===== src/rtl/bl_pkg.sv =====
package bl_pkg;
  typedef enum logic {
    ST_IDLE = 1'b0,
    ST_RUN  = 1'b1
  } bl_state_e;
endpackage


===== src/rtl/bl_prep.sv =====
// Operand preparation: bit-count defaulting, period and duty masking,
// numerator build. Purely combinational on the raw inputs.
module bl_prep #(
  parameter int W = 16,
  localparam int BCW = $clog2(W + 1),
  localparam int QW  = 2 * W + 1
) (
  input  logic [W-1:0]   period,
  input  logic [BCW-1:0] bitcnt,
  input  logic [W-1:0]   duty,
  input  logic           frac,
  output logic [BCW-1:0] bc,
  output logic [W-1:0]   per,
  output logic [QW-1:0]  num
);
  localparam logic [BCW-1:0] WB = BCW'(W);

  logic [W-1:0] pmask;
  logic [W-1:0] per_m;
  logic [W-1:0] dmask;
  logic [W-1:0] dsel;

  always_comb begin
    bc    = ((bitcnt == '0) || (bitcnt > WB)) ? WB : bitcnt;
    pmask = W'(((W+1)'(1) << bc) - (W+1)'(1));
    per_m = period & pmask;
    per   = (per_m == '0) ? '1 : per_m;
    dmask = pmask << (WB - bc);
    dsel  = frac ? duty : (duty & dmask);
    num   = QW'(dsel) << ((BCW+1)'(bc) + (BCW+1)'(1));
  end
endmodule


===== src/rtl/bl_div.sv =====
// Radix-2 restoring divider, one quotient bit per clock.
module bl_div #(
  parameter int W = 16,
  localparam int QW = 2 * W + 1,
  localparam int CW = $clog2(QW + 1)
) (
  input  logic          clk,
  input  logic          rst_n,
  input  logic          load,
  input  logic [QW-1:0] dividend,
  input  logic [W-1:0]  divisor,
  output logic [QW-1:0] quo,
  output logic          q_ok
);
  logic [W-1:0]  rem_q,  rem_d;
  logic [QW-1:0] dvd_q,  dvd_d;
  logic [W-1:0]  dv_q,   dv_d;
  logic [CW-1:0] cnt_q,  cnt_d;
  logic          run_q,  run_d;
  logic          ok_q,   ok_d;
  logic          step_en;

  logic [W:0] shifted;
  logic [W:0] diff;
  logic       ge;

  always_comb begin
    shifted = {rem_q, dvd_q[QW-1]};
    diff    = shifted - {1'b0, dv_q};
    ge      = (shifted >= {1'b0, dv_q});
  end

  always_comb begin
    step_en = load | run_q | ok_q;
    rem_d   = rem_q;
    dvd_d   = dvd_q;
    dv_d    = dv_q;
    cnt_d   = cnt_q;
    run_d   = run_q;
    ok_d    = 1'b0;
    if (load) begin
      rem_d = '0;
      dvd_d = dividend;
      dv_d  = divisor;
      cnt_d = CW'(QW);
      run_d = 1'b1;
    end else if (run_q) begin
      rem_d = ge ? diff[W-1:0] : shifted[W-1:0];
      dvd_d = {dvd_q[QW-2:0], ge};
      cnt_d = cnt_q - CW'(1);
      run_d = (cnt_q != CW'(1));
      ok_d  = (cnt_q == CW'(1));
    end
  end

  always_ff @(posedge clk or negedge rst_n) begin
    if (!rst_n) begin
      rem_q <= '0;
      dvd_q <= '0;
      dv_q  <= '0;
      cnt_q <= '0;
      run_q <= 1'b0;
      ok_q  <= 1'b0;
    end else if (step_en) begin
      rem_q <= rem_d;
      dvd_q <= dvd_d;
      dv_q  <= dv_d;
      cnt_q <= cnt_d;
      run_q <= run_d;
      ok_q  <= ok_d;
    end
  end

  assign quo  = dvd_q;
  assign q_ok = ok_q;
endmodule


===== src/rtl/bl_round.sv =====
// Closing arithmetic: halve-and-round the quotient, multiply by the
// period, shift down by the bit-count with a rounding bit.
module bl_round #(
  parameter int W = 16,
  localparam int BCW = $clog2(W + 1),
  localparam int QW  = 2 * W + 1,
  localparam int PW  = QW + W
) (
  input  logic [QW-1:0]  quo,
  input  logic [W-1:0]   per,
  input  logic [BCW-1:0] bc,
  output logic [W-1:0]   res
);
  logic [QW-1:0] qr;
  logic [PW-1:0] prod;
  logic [PW-1:0] sh;
  logic          rb;
  logic [PW-1:0] sum;

  always_comb begin
    qr   = QW'(({1'b0, quo} + (QW+1)'(1)) >> 1);
    prod = PW'(qr) * PW'(per);
    sh   = prod >> bc;
    rb   = |(prod & (PW'(1) << (bc - BCW'(1))));
    sum  = sh + PW'(rb);
    res  = (|sum[PW-1:W]) ? '1 : sum[W-1:0];
  end
endmodule


===== src/rtl/bl_readback.sv =====
module bl_readback #(
  parameter int W = 16,
  localparam int BCW = $clog2(W + 1),
  localparam int QW  = 2 * W + 1
) (
  input  logic           clk,
  input  logic           rst_n,
  input  logic           start,
  input  logic [W-1:0]   period_in,
  input  logic [BCW-1:0] bitcnt_in,
  input  logic [W-1:0]   duty_in,
  input  logic           frac_en,
  output logic           busy,
  output logic           done,
  output logic [W-1:0]   level
);
  import bl_pkg::*;

  bl_state_e st_q, st_d;

  logic [BCW-1:0] bc_c,  bc_q;
  logic [W-1:0]   per_c, per_q;
  logic [QW-1:0]  num_c;
  logic [QW-1:0]  quo;
  logic           q_ok;
  logic [W-1:0]   res;
  logic           accept;
  logic           fin;
  logic           done_q, done_d;
  logic [W-1:0]   lvl_q,  lvl_d;

  bl_prep #(.W(W)) u_prep (
    .period (period_in),
    .bitcnt (bitcnt_in),
    .duty   (duty_in),
    .frac   (frac_en),
    .bc     (bc_c),
    .per    (per_c),
    .num    (num_c)
  );

  bl_div #(.W(W)) u_div (
    .clk      (clk),
    .rst_n    (rst_n),
    .load     (accept),
    .dividend (num_c),
    .divisor  (per_c),
    .quo      (quo),
    .q_ok     (q_ok)
  );

  bl_round #(.W(W)) u_round (
    .quo (quo),
    .per (per_q),
    .bc  (bc_q),
    .res (res)
  );

  always_comb begin
    accept = start && (st_q == ST_IDLE);
    fin    = (st_q == ST_RUN) && q_ok;
    st_d   = st_q;
    if (accept)   st_d = ST_RUN;
    else if (fin) st_d = ST_IDLE;
    done_d = fin;
    lvl_d  = fin ? res : lvl_q;
  end

  always_ff @(posedge clk or negedge rst_n) begin
    if (!rst_n) begin
      st_q   <= ST_IDLE;
      done_q <= 1'b0;
    end else begin
      st_q   <= st_d;
      done_q <= done_d;
    end
  end

  always_ff @(posedge clk or negedge rst_n) begin
    if (!rst_n) begin
      bc_q  <= '0;
      per_q <= '0;
    end else if (accept) begin
      bc_q  <= bc_c;
      per_q <= per_c;
    end
  end

  always_ff @(posedge clk or negedge rst_n) begin
    if (!rst_n) lvl_q <= '0;
    else if (fin) lvl_q <= lvl_d;
  end

  assign busy  = (st_q == ST_RUN);
  assign done  = done_q;
  assign level = lvl_q;
endmodule


===== config.mk =====
export PLATFORM = sky130hd
export DESIGN_NAME = bl_readback
export DESIGN_NICKNAME = d
export VERILOG_FILES = /design/src/rtl/bl_pkg.sv /design/src/rtl/bl_prep.sv /design/src/rtl/bl_div.sv /design/src/rtl/bl_round.sv /design/src/rtl/bl_readback.sv
export SDC_FILE = /design/constraint.sdc
export NUM_CORES = 2
export LEC_CHECK = 0
export ABC_AREA = 1
export BUFFER_PORTS_ARGS = -buffer_cell sky130_fd_sc_hd__buf_2
export CAP_MARGIN = 20
export CORE_UTILIZATION = 55
export DETAILED_ROUTE_END_ITERATION = 8
export GPL_TIMING_DRIVEN = 0
export PLACE_DENSITY = 0.71
export SLEW_MARGIN = 20
export SYNTH_ARGS = -nofsm -noshare
export SYNTH_HDL_FRONTEND = slang
export SYNTH_SLANG_ARGS = --single-unit

===== constraint.sdc =====
create_clock -name clk -period 10.8 [get_ports clk]
set_clock_uncertainty 0.2 [all_clocks]
set_input_delay 2.7 -clock clk [delete_from_list [all_inputs] [get_ports clk]]
set_output_delay 2.7 -clock clk [all_outputs]
set_load 0.01 [all_outputs]

; ---- Yosys cells after proc, flatten, opt, wreduce, memory -nomap -nowiden
; Index checks and enable logic that the tools add are counted.
[op_classes]
bitwise_logic = 6
eq_ne = 2
shift = 5
n_mul = 1
n_lt_le_gt_ge = 2
addsub = 8
n_reduce_logical = 11
n_mux = 17
[ops]
columns = op, n
row1 = $mux W16, 6
row2 = $mux W33, 2
row3 = $add A49 B1 Y49, 1
row4 = $and A49 B49 Y49, 1
row5 = $mul A33 B16 Y49, 1
row6 = $reduce_or A49 Y1, 1
row7 = $shl A1 B5 Y49 const A, 1
row8 = $shr A49 B5 Y49, 1
row9 = $add A33 B1 Y34 const B, 1
row10 = $reduce_or A33 Y1, 1
row11 = $shl A16 B6 Y33, 1
row12 = $and A16 B16 Y16, 2
row13 = $ge A17 B16 Y1, 1
row14 = $logic_not A16 Y1, 1
row15 = $shl A1 B5 Y16 const A, 1
row16 = $shl A16 B5 Y16, 1
row17 = $sub A16 B16 Y16, 1
row18 = $sub A16 B2 Y16 const B, 1
row19 = $mux W6, 2
row20 = $add A5 B1 Y6 const B, 1
row21 = $eq A6 B1 Y1 const B, 1
row22 = $mux W1, 6
row23 = $ne A6 B1 Y1 const B, 1
row24 = $sub A6 B1 Y6 const B, 1
row25 = other kinds (11), 15
[totals]
inputBits = 41
elab_cells = 63
register_bits = 112

; ---- Longest topological paths before layout
[logic_depth]
word_depth = 10
ltp_mapped = 66
ltp_nobuf = 64

; ---- By module
; Synthesis repeated with hierarchy kept, for this count alone.
[unflattened]
cells_unflattened = 5286
area_unflattened_um2 = 33797.4
[by_module_without_submodules]
columns = module, n_inst, seq_area_each_um2, cells_each, area_each_um2
row1 = bl_round, 1, 0.0, 3909, 24795.0
row2 = bl_div, 1, 1826.8, 564, 4305.4
row3 = bl_prep, 1, 0.0, 646, 3135.5
row4 = bl_readback, 1, 975.9, 167, 1561.5

; ---- Worst setup path after synthesis
; No wires, ideal clock.
[synth_path]
path_kind = register -> register
startpoint = register u_div.dvd_q[0], in the netlist u_div.quo[0]
endpoint = register lvl_q[10], in the netlist level[10]
t_arrival_ps = 9620
required_time_ps = 10487
setup_slack_ps = 867
setup_time_ps = 113
period_less_slack_ps = 9933
path_stages_with_launch = 60
cell_sequence = dfrtp_1 > inv_1 > nor3_2 > inv_2 > nor2_2 > inv_2 > nor2_1 > inv_2 > nor2_2 > nand4_1 > nor4_1 > nand3_1 > nor2_1 > inv_1 > nor2_1 > inv_1 > or4_4 > xor2_1 > (+24 left out) > nand3_1 > o21ai_0 > ha_1 > ha_1 > nand3_1 > nor2_4 > nand3_4 > nor2_4 > nand3_1 > nand2_1 > nand2_1 > nor2_1 > nand3_1 > nor2_4 > buf_6 > nand3_2 > nand2_1 > inv_1
[synth_between]
elab_chain_len = 7
[synth_rtl]
columns = item, line_no
row1 = from (decl), bl_div.sv:16  ; logic [QW-1:0] dvd_q, dvd_d;
row2 = from (signal assigned), bl_div.sv:66  ; dvd_q <= dvd_d;
row3 = $add A33 B1 Y34 (*), bl_round.sv:21  ; qr = QW'(({1'b0, quo} + (QW+1)'(1)) >> 1);
row4 = $mul A33 B16 Y49 (*), bl_round.sv:22  ; prod = PW'(qr) * PW'(per);
row5 = "parallel branches: the longest is 2 deep, another holds $shr A49 B5 Y49", -
row6 = $add A49 B1 Y49 (*), bl_round.sv:25  ; sum = sh + PW'(rb);
row7 = $reduce_or A33 Y1, bl_round.sv:26  ; res = (|sum[PW-1:W]) ? '1 : sum[W-1:0];
row8 = $mux W16 (*), bl_round.sv:26
row9 = to (signal assigned), bl_readback.sv:91  ; else if (fin) lvl_q <= lvl_d;
row10 = to (decl), bl_readback.sv:30  ; logic [W-1:0] lvl_q, lvl_d;
; Mark *: on every way between the ends.
; A chain may end at the register's enable or synchronous reset.

; ---- Worst setup path after layout
[layout_path]
startpoint = register u_div.dvd_q[1], in the netlist u_div.quo[1]
endpoint = register lvl_q[6], in the netlist level[6]
; Same word-level chain as after synthesis.

==> reports/results.ini <==
[timing]
max_slew.worst_pin.slew_ps = 1109
final.period_utilization_pct = 99.06
maxSlewHeadroom_pct = 25.81
fmaxAchievable_mhz = 93.47
finalSetupViolations = 0
rsz0062_at_grt = true
finalHoldViolCount = 0
timing_max_transition_violations_final = 0
period_minus_slack_ps = 10700
final_hold_slack_ps = 261.5

[route]
routedWlPerCell_microns = 21.85
drt_iter0_markers = 4225
drt-total-wl_microns = 126200
detailed_route_drc_error_count = 0
drtPass1Iterations = 8
drtAntennaViolNets = 0
dr_total_vias = 34529
vias_per_cell = 5.980

[worst_setup_path]
timing.critical_path.to_type = flop
cpPeakStageDelay_ps = 820
crit_family = simple AND/OR/NAND/NOR gates
cp-start-kind = flop
cp_data_required_time_ps = 10870
worst_path_max_delay_cell = sky130_fd_sc_hd__nor2_1
critPathBufInv = 7
reg2reg_to = level[6]
critical_path_data_arrival_time_ps = 10770
worst_r2r_path_depth = 43
critical_path_cell_count = 43
critPathMaxFanout = 9
worstSetupPathType = flop to flop
worst-r2r-setup-slack_ps = 100
timing.rr.start = u_div.quo[1]
cp_common_cell = sky130_fd_sc_hd__nand2_1

[layout]
num-nets-final = 5637
final_layout_size_suffix_gt1_share_pct = 19.06
area_delta_synth_final_pct = 15.69
layout_commonest_cell = sky130_fd_sc_hd__nand2_1
fillers = 5348
layout_common_cells = 1,365 x sky130_fd_sc_hd__nand2_1, 645 x sky130_fd_sc_hd__inv_1, 446 x sky130_fd_sc_hd__nand3_1

[synth]
syn-instance-count = 4843
ys_ff_latch = 96
synth-xor-area-share_pct = 1.768
synth-simple-area-share_pct = 39.75
syn-mean-instance-area_sq_um = 6.533
post_synth_instance_area_sq_mm = 0.03164
synth_mux_area_share_pct = 0.2214
synth_top_family_by_area = simple AND/OR/NAND/NOR gates
yosysWarningCount = 0
synth_edf_count = 0
synth.net_count = 5469
synth_sequential_area_ratio_pct = 7.593
synth.lib_cells_used.distinct = 56
synth_area_in_compound_gates_pct = 6.173
post_synth_fa_ha_maj_area_fraction_pct = 33.41
ys_async_sr_fraction_pct = 100.0
ys_dominant_reg_cell = sky130_fd_sc_hd__dfrtp_1

[place]
post-dp-hpwl_microns = 103500
place_congestion = 1.036
port_bufs = 58

[die]
die-height_microns = 241.9
floorplan.die_area_sq_mm = 0.05849
core_sq_mm = 0.05660
die_w_microns = 241.9
num_rows = 87
boundaryPins = 59
initial_core_util_pct = 55.90

[grt]
vias_in_the_first_global_route = 32543
grt_overflow = 0
first_pass_grt_wire_length_microns = 188000
grt_start_max_net_pins = 73
number_of_antenna_violations_at_the_first_check_in_global_routing = 5
groute.usage.overall_pct = 41.70

[clock_network]
post_cts_hold_buffer_count = 0
worst_skew_pair.late_latency_ps = 380
cts-buffers-inserted = 9
htree_num_levels = 3
cts-root-to-sink-buffers = 2
root_buffer = sky130_fd_sc_hd__clkbuf_16
clkSlewWorstSetupHoldPaths_ps = 80
cts_tree = done
cts_num_sinks = 96

[min_path]
hold-path-endpoint = busy
class_of_the_worst_hold_path = flop to flop
whs_path_depth = 1
hp-start = u_div.q_ok

[job]
count_of_maximum_capacitance_violations = 0

[outcome]
run_status = finished clean

-- through the flow --
stage                     util [%]  setup WS (ps)  std cells  cell area [sq um]  setup TNS, ps
after floorplan                  -          867.5       4843              31640              0
after global placement       58.08          -1402       5657              32880         -21440
after detailed placement     58.15          -1516       5658              32920         -23200
after CTS                    59.35          4.032       5692              33600              0
after global routing         64.66         -180.1       5772              36600          -2417
final                        64.67          101.7       5774              36600              0
-- cells in the mapped netlist (14+ instances only) --
master / number / area share (%)
sky130_fd_sc_hd__o21ai_0: 133 / 2.1
sky130_fd_sc_hd__buf_1: 30 / 0.36
sky130_fd_sc_hd__nand3_2: 52 / 1.6
sky130_fd_sc_hd__buf_2: 40 / 0.63
sky130_fd_sc_hd__clkinv_1: 20 / 0.24
sky130_fd_sc_hd__nor2_2: 55 / 1.1
sky130_fd_sc_hd__a31oi_1: 21 / 0.42
sky130_fd_sc_hd__nand4_1: 57 / 1.1
sky130_fd_sc_hd__nor3_1: 27 / 0.43
sky130_fd_sc_hd__o22ai_1: 14 / 0.28
sky130_fd_sc_hd__xor2_1: 40 / 1.1
sky130_fd_sc_hd__or2_2: 30 / 0.59
sky130_fd_sc_hd__nand2_1: 1500 / 18
sky130_fd_sc_hd__inv_1: 665 / 7.9
sky130_fd_sc_hd__ha_1: 152 / 6.0
sky130_fd_sc_hd__o221ai_1: 15 / 0.42
sky130_fd_sc_hd__fa_1: 433 / 27
sky130_fd_sc_hd__nor2_1: 435 / 5.2
sky130_fd_sc_hd__nor2_4: 15 / 0.53
sky130_fd_sc_hd__nand3_1: 587 / 9.3
sky130_fd_sc_hd__clkbuf_1: 123 / 1.5
sky130_fd_sc_hd__xnor2_1: 22 / 0.61
sky130_fd_sc_hd__inv_2: 23 / 0.27
sky130_fd_sc_hd__a21oi_1: 70 / 1.1
sky130_fd_sc_hd__o211ai_1: 23 / 0.55
sky130_fd_sc_hd__dfrtp_1: 96 / 7.6
sky130_fd_sc_hd__nand2_2: 70 / 1.4
-- layer usage --
layer  global-route usage [%]  vias up  part of all wire [%]
li1                         -    15527                     -
met5                        0        -                 0.048
met4                    14.09        4                   3.7
met2                    62.54     2205                    43
met3                    9.822      336                    13
met1                    58.90    16457                    41
-- kinds of logic (layout without fill, tap and decap cells) --
group           count (synthesis)  count (layout)
compound gates                329             329
mux                             7               7
flops                          96              96
simple gates                 2853            2853
fa+ha+maj                     585             585
buf+inv                       910            1083
other cells                     0               2
xor+xnor                       63              63
-- how the worst max path moves through the flow --
stage / startpoint / end
after floorplan: u_div.quo[0] / level[10]
after global placement: u_div.quo[0] / level[9]
after detailed placement: u_div.quo[0] / level[13]
after CTS: u_div.quo[5] / level[13]
after global routing: u_div.quo[1] / level[5]
final: u_div.quo[1] / level[6]
-- cell type report --
class	instances	area (sq um)	share of cell area [%]
Multi-Input combinational cell	3837	28240	77.15
Inverter	708	2685	7.336
Sequential cell	96	2404	6.566
Timing Repair Buffer	161	1141	3.117
Tap cell	756	945.9	2.584
Buffer	196	874.6	2.389
Clock buffer	10	239.0	0.6529
Clock inverter	6	61.31	0.1675
Timing Repair inverter	2	10.01	0.02735
Antenna cell	2	5.005	0.01367
-- state kept, by name, summed over array words and instances, names as in the netlist --
name and flops:
level 16, u_div.run_q 1, u_div.cnt_q 6, bc_q 5, u_div.rem_q 16, busy 1
u_div.quo 33, per_q 16, done 1, u_div.q_ok 1
-- repair_timing --
action                                 in CTS  in global routing
setup endpoints to repair                  16                 16
endpoints found under the hold margin       0                  0
gates cloned                                0                  5
gates resized for setup                    60                602
buffers inserted                           20                 79
pin swaps                                  14                170
Power is left out: the tool's default activity adds up to more than one toggle a clock period on the data nets, which glitch-free logic cannot reach.
